===== config.mk =====
export PLATFORM = sky130hd
export DESIGN_NAME = cfgp_abort_ctrl
export DESIGN_NICKNAME = d
export VERILOG_FILES = /design/src/rtl/cfgp_pkg.sv /design/src/rtl/cfgp_fsm.sv /design/src/rtl/cfgp_wrcap.sv /design/src/rtl/cfgp_bus.sv /design/src/rtl/cfgp_abort_ctrl.sv
export SDC_FILE = /design/constraint.sdc
export NUM_CORES = 1
export LEC_CHECK = 0
export ABC_AREA = 1
export CAP_MARGIN = 0
export CORE_UTILIZATION = 30
export DETAILED_ROUTE_END_ITERATION = 8
export PLACE_DENSITY = 0.69
export SLEW_MARGIN = 0
export SYNTH_ARGS = -nofsm -noshare
export SYNTH_HDL_FRONTEND = slang
export SYNTH_SLANG_ARGS = --single-unit

===== constraint.sdc =====
create_clock -name clk -period 1.05 [get_ports clk]
set_input_delay 0.21 -clock clk [delete_from_list [all_inputs] [get_ports clk]]
set_output_delay 0.21 -clock clk [all_outputs]
set_load 0.05 [all_outputs]

===== src/rtl/cfgp_pkg.sv =====
package cfgp_pkg;
  typedef enum logic [2:0] {
    ST_IDLE = 3'd0,
    ST_WR   = 3'd1,
    ST_RD   = 3'd2,
    ST_WABT = 3'd3,
    ST_RABT = 3'd4
  } cfgp_state_e;

  localparam int unsigned FLAG_W = 4;

  // abort flag, error flag, sync flag, readback history, MSB first
  function automatic logic [FLAG_W-1:0] pack_flags(input logic err,
                                                   input logic sync,
                                                   input logic rb_hist);
    return {1'b1, err, sync, rb_hist};
  endfunction
endpackage


===== src/rtl/cfgp_fsm.sv =====
module cfgp_fsm
  import cfgp_pkg::*;
(
  input  logic        clk,
  input  logic        rst_n,
  input  logic        sel_n,
  input  logic        dir_rd,
  output cfgp_state_e st,
  output logic        wr_take,
  output logic        rd_live,
  output logic        wr_abort_evt,
  output logic        rd_abort_evt,
  output logic        rb_hist
);
  cfgp_state_e nxt;

  assign wr_take      = (st == ST_WR) && !sel_n && !dir_rd;
  assign rd_live      = (st == ST_RD) && !sel_n && dir_rd;
  assign wr_abort_evt = (st == ST_WR) && !sel_n && dir_rd;
  assign rd_abort_evt = (st == ST_RD) && !sel_n && !dir_rd;

  always_comb begin
    nxt = st;
    if (sel_n) begin
      nxt = ST_IDLE;
    end else begin
      unique case (st)
        ST_IDLE: nxt = dir_rd ? ST_RD : ST_WR;
        ST_WR:   if (dir_rd)  nxt = ST_WABT;
        ST_RD:   if (!dir_rd) nxt = ST_RABT;
        default: nxt = st;
      endcase
    end
  end

  always_ff @(posedge clk or negedge rst_n) begin
    if (!rst_n) begin
      st      <= ST_IDLE;
      rb_hist <= 1'b0;
    end else begin
      st <= nxt;
      if (st == ST_RD) rb_hist <= 1'b1;
    end
  end


  release_idle_chk: assert property (@(posedge clk) disable iff (!rst_n)
    sel_n |=> (st == ST_IDLE));

  abort_sticky_chk: assert property (@(posedge clk) disable iff (!rst_n)
    ((st == ST_WABT || st == ST_RABT) && !sel_n) |=> (st == $past(st)));
endmodule


===== src/rtl/cfgp_wrcap.sv =====
module cfgp_wrcap #(
  parameter int unsigned DW = 8
) (
  input  logic          clk,
  input  logic          rst_n,
  input  logic          wr_take,
  input  logic [DW-1:0] din,
  output logic          wr_valid,
  output logic [DW-1:0] wr_byte
);
  always_ff @(posedge clk or negedge rst_n) begin
    if (!rst_n) begin
      wr_valid <= 1'b0;
      wr_byte  <= '0;
    end else begin
      wr_valid <= wr_take;
      if (wr_take) wr_byte <= din;
    end
  end


  wr_pass_chk: assert property (@(posedge clk) disable iff (!rst_n)
    wr_take |=> (wr_valid && wr_byte == $past(din)));
endmodule


===== src/rtl/cfgp_bus.sv =====
module cfgp_bus
  import cfgp_pkg::*;
#(
  parameter int unsigned DW = 8
) (
  input  logic          clk,
  input  logic          rst_n,
  input  cfgp_state_e   st,
  input  logic          sel_n,
  input  logic          dir_rd,
  input  logic          rd_live,
  input  logic          rb_hist,
  input  logic          cfg_err,
  input  logic          sync_seen,
  input  logic [DW-1:0] rb_data,
  input  logic          rb_valid,
  output logic [DW-1:0] dout,
  output logic          doe,
  output logic          busy,
  output logic          rb_ready
);
  localparam int unsigned PAD_W = DW - FLAG_W;

  logic          stat_drive;
  logic [DW-1:0] stat_word;

  assign stat_drive = (st == ST_WABT) && !sel_n && dir_rd;
  assign stat_word  = {pack_flags(cfg_err, sync_seen, rb_hist), {PAD_W{1'b0}}};

  assign doe      = rd_live || stat_drive;
  assign rb_ready = rd_live;

  always_comb begin
    if (stat_drive)   dout = stat_word;
    else if (rd_live) dout = rb_data;
    else              dout = '0;
  end

  always_comb begin
    unique case (st)
      ST_RD:            busy = !sel_n && !rb_valid;
      ST_WABT, ST_RABT: busy = !sel_n;
      default:          busy = 1'b0;
    endcase
  end


  doe_dir_chk: assert property (@(posedge clk) disable iff (!rst_n)
    doe |-> (!sel_n && dir_rd));

  rabt_quiet_chk: assert property (@(posedge clk) disable iff (!rst_n)
    (st == ST_RABT) |-> !doe);
endmodule


===== src/rtl/cfgp_abort_ctrl.sv =====
module cfgp_abort_ctrl
  import cfgp_pkg::*;
#(
  parameter int unsigned DW = 8
) (
  input  logic          clk,
  input  logic          rst_n,
  input  logic          sel_n,
  input  logic          dir_rd,
  input  logic [DW-1:0] din,
  output logic [DW-1:0] dout,
  output logic          doe,
  output logic          busy,
  output logic [DW-1:0] wr_byte,
  output logic          wr_valid,
  input  logic [DW-1:0] rb_data,
  input  logic          rb_valid,
  output logic          rb_ready,
  input  logic          cfg_err,
  input  logic          sync_seen
);
  cfgp_state_e st;
  logic wr_take, rd_live, wr_abort_evt, rd_abort_evt, rb_hist;

  cfgp_fsm u_fsm (
    .clk(clk), .rst_n(rst_n), .sel_n(sel_n), .dir_rd(dir_rd),
    .st(st), .wr_take(wr_take), .rd_live(rd_live),
    .wr_abort_evt(wr_abort_evt), .rd_abort_evt(rd_abort_evt),
    .rb_hist(rb_hist)
  );

  cfgp_wrcap #(.DW(DW)) u_wrcap (
    .clk(clk), .rst_n(rst_n), .wr_take(wr_take), .din(din),
    .wr_valid(wr_valid), .wr_byte(wr_byte)
  );

  cfgp_bus #(.DW(DW)) u_bus (
    .clk(clk), .rst_n(rst_n), .st(st), .sel_n(sel_n), .dir_rd(dir_rd),
    .rd_live(rd_live), .rb_hist(rb_hist), .cfg_err(cfg_err),
    .sync_seen(sync_seen), .rb_data(rb_data), .rb_valid(rb_valid),
    .dout(dout), .doe(doe), .busy(busy), .rb_ready(rb_ready)
  );


  rd_abort_busy_chk: assert property (@(posedge clk) disable iff (!rst_n)
    rd_abort_evt |=> (sel_n || (busy && !doe)));

  wr_abort_stat_chk: assert property (@(posedge clk) disable iff (!rst_n)
    wr_abort_evt |=> (sel_n || !dir_rd || (busy && doe && dout[DW-1])));

  rd_byte_chk: assert property (@(posedge clk) disable iff (!rst_n)
    (rd_live && rb_valid) |-> (!busy && dout == rb_data));

  wr_not_busy_chk: assert property (@(posedge clk) disable iff (!rst_n)
    wr_take |-> !busy);
endmodule


==> impl_results.md <==
- Status: complete, but fails checks
- Failing checks: negative setup slack
- Most common cell after layout, fill and taps aside: nand2_1
- Synthesis-to-layout area growth: 136.0%
- Vias per Instance: 4.528
- Hold-fix buffers, CTS: 0
- P_leak: 0.8311 nW
- Net Count, Synth: 123
- First-pass GRT wire length: 3877 um
- Largest net degree at the start of global routing: 14
- Main synth FF type: dfrtp_1
- RR Startpoint: u_fsm.st[1]
- Crit-path cells: inv_4 -> nand3_2 -> nor2_4 -> nand2_2 -> o21ai_4 -> buf_12
- CP max stage delay: 0.45 ns
- Core Util, Final: 75.97%
- Longest Clk Path Bufs: 2
- Reg2reg end: u_fsm.st[0]
- Maximum VDD drop: 0.001798 V
- Syn. warnings: 0
- Die W: 51.19 um
- Via Count: 892
- Crit Path Category: flop to output port
- Row cnt: 17
- Max-cap check violation count: 0
- Max Freq: 624.7 MHz
- ANT cells: 0
- Final wirelength: 2352 um
- R2r worst-path depth: 9
- Drc violations: 0
- Clk pin slew, worst setup/hold paths: 0.07 ns
- Post-synth cell types: 18
- Tightest Pin Transition: 0.1763 ns
- GPL Wtd Cong: 0.8609
- Endpoints failing hold: 0
- Worst Setup End Kind: output port
- Fin crit share: 152.5%
- First drt pass iteration count: 4
- Nets: 193
- Cell taking the most area after synthesis: dfrtp_1
- Max Slew Vio Count: 0
- Post-synth EDFFs: 0
- PortBufs: 42
- Core area: 0.002255 mm2
- Final Skew: 0.001712 ns
- FF+latch count, synth: 13
- Rel. slew slack: 88.19%
- Total GRT Usage: 19.75%
- Clk root buf: clkbuf_4
- Routed len/inst: 11.94 um
- Layout cell share with drive strength beyond 1: 48.52%
- Die H: 51.19 um
- Vias in the first global route: 946
- Clock sink total: 13
- PwrDens: 2141 mW/mm2
- Non-Filler Instances: 197
- Final setup vio count: 28
- Critical-path maximum fanout: 4
- Initial core utilization: 32.19%
- Worst path slowest cell: dfrtp_2
- Worst setup margin: -0.5508 ns
- Worst setup startpoint: u_fsm.st[0]
- Leading cell types in the layout, fill and taps excluded: 39 x nand2_1, 22 x buf_4, 21 x clkdlybuf4s50_1, 20 x buf_12, 11 x dfrtp_1
- Mean Syn Cell Area: 7.257 um2
- Hold WC Path Type: input port to async pin
- Mapped Cells: 100
- WP data required: 0.84 ns
- Area share of the largest cell type after synthesis: 44.83%
- Top cells by area in the synthesized netlist: dfrtp_1 45%, nand2_1 25%, nor2_1 5.7%
- DR iter-0 viols: 10
- Initial antenna violation count: 0
- Async SR Flop Fraction: 100.0%
- RSZ-0062 raised after global routing: yes
- Dpl cells: 185
- IO Count: 43
- Mapped Area: 725.7 um2
- H-tree levels: 1
- R2R setup slack: -0.33 ns
- Global route total overflow: 0
- Final HPWL DP: 1908 um
- Register area share after synthesis: 44.83%
- CTS Buf Count: 3
- CTS tree: built
- Pwr Total: 0.003667 W
- Period minus WS final: 1.601 ns
- Startpoint types: flop
- Worst skew pair latency: 0.27 ns
- Critical Path AT: 1.39 ns
- Antenna-violating nets left: 0
- Filler Cell Count: 172
- Hold WS: 0.2353 ns
- Die ar.: 0.002620 mm2
- Setup TNS: -8.813 ns
-- synth_stat cells, types with 2 or more instances --
cell type	number
nand3_1	3
nand2_1	48
nor2_4	2
dfrtp_1	13
inv_1	8
a21oi_1	3
nor2_1	11
buf_6	2
-- routing by layer --
metal  vias to the layer above  track usage [%]  wire length [um]
met5                         -                0                 0
met4                         0            6.019                 0
met3                         0            2.976               137
met2                        33            41.89              1359
met1                       420            18.52               854
li1                        439                -                 -
-- report_power, final --
group          switching, W  internal [W]
combinational       0.00124       0.00121
clock              0.000150      0.000147
sequential         0.000231      0.000692
-- state kept, by name (all words and copies together) (netlist names) --
register	flops
u_wrcap.wr_valid	1
u_wrcap.wr_byte	8
u_fsm.st	3
u_fsm.rb_hist	1
-- through the flow --
| step | setup WS [ns] | cell area (um2) |
|---|---|---|
| floorplan | -0.5149 | 808.3 |
| global placement | -0.6832 | 1569 |
| detailed placement | -0.7591 | 1569 |
| CTS | -0.5640 | 1689 |
| global route | -0.6348 | 1713 |
| finish | -0.5508 | 1713 |
-- logic make-up after synthesis --
group,count (synthesis),synth area share (%)
simple gates,70,42.76
compound gates,4,3.275
buf+inv,13,9.137
flops,13,44.83
-- worst max-delay path, delay by kind of cell, from the launching register on --
kind            cells  cell delay (ns)
simple gates        3             0.36
compound gates      1             0.08
flops               1             0.45
buf+inv             2             0.24
-- final cells by class --
| cell class | count | area, um2 | area share, % |
|---|---|---|---|
| Clock buffer | 4 | 26.28 | 1.534 |
| Tap cell | 28 | 35.03 | 2.045 |
| Sequential cell | 13 | 327.8 | 19.14 |
| Multi-Input combinational cell | 74 | 454.2 | 26.52 |
| Timing Repair Buffer | 67 | 818.3 | 47.77 |
| Inverter | 11 | 51.30 | 2.995 |
-- how the worst max path moves through the flow --
stage	to	slack [ns]	cells after the start
2_1_floorplan	dout[4]	-0.51	6
3_3_place_gp	dout[4]	-0.68	8
3_5_place_dp	dout[4]	-0.76	8
4_1_cts	dout[4]	-0.56	6
5_1_grt	dout[4]	-0.63	6
6_report	dout[4]	-0.55	6
-- timing repair --
action                                  CTS  global route
endpoints found under the setup margin   31            32
gates cloned                              1             0
gates resized for setup                  15             4
pin swaps                                 8             1
buffers inserted                          6             1
No activity file was read; power rests on OpenSTA's default activity.
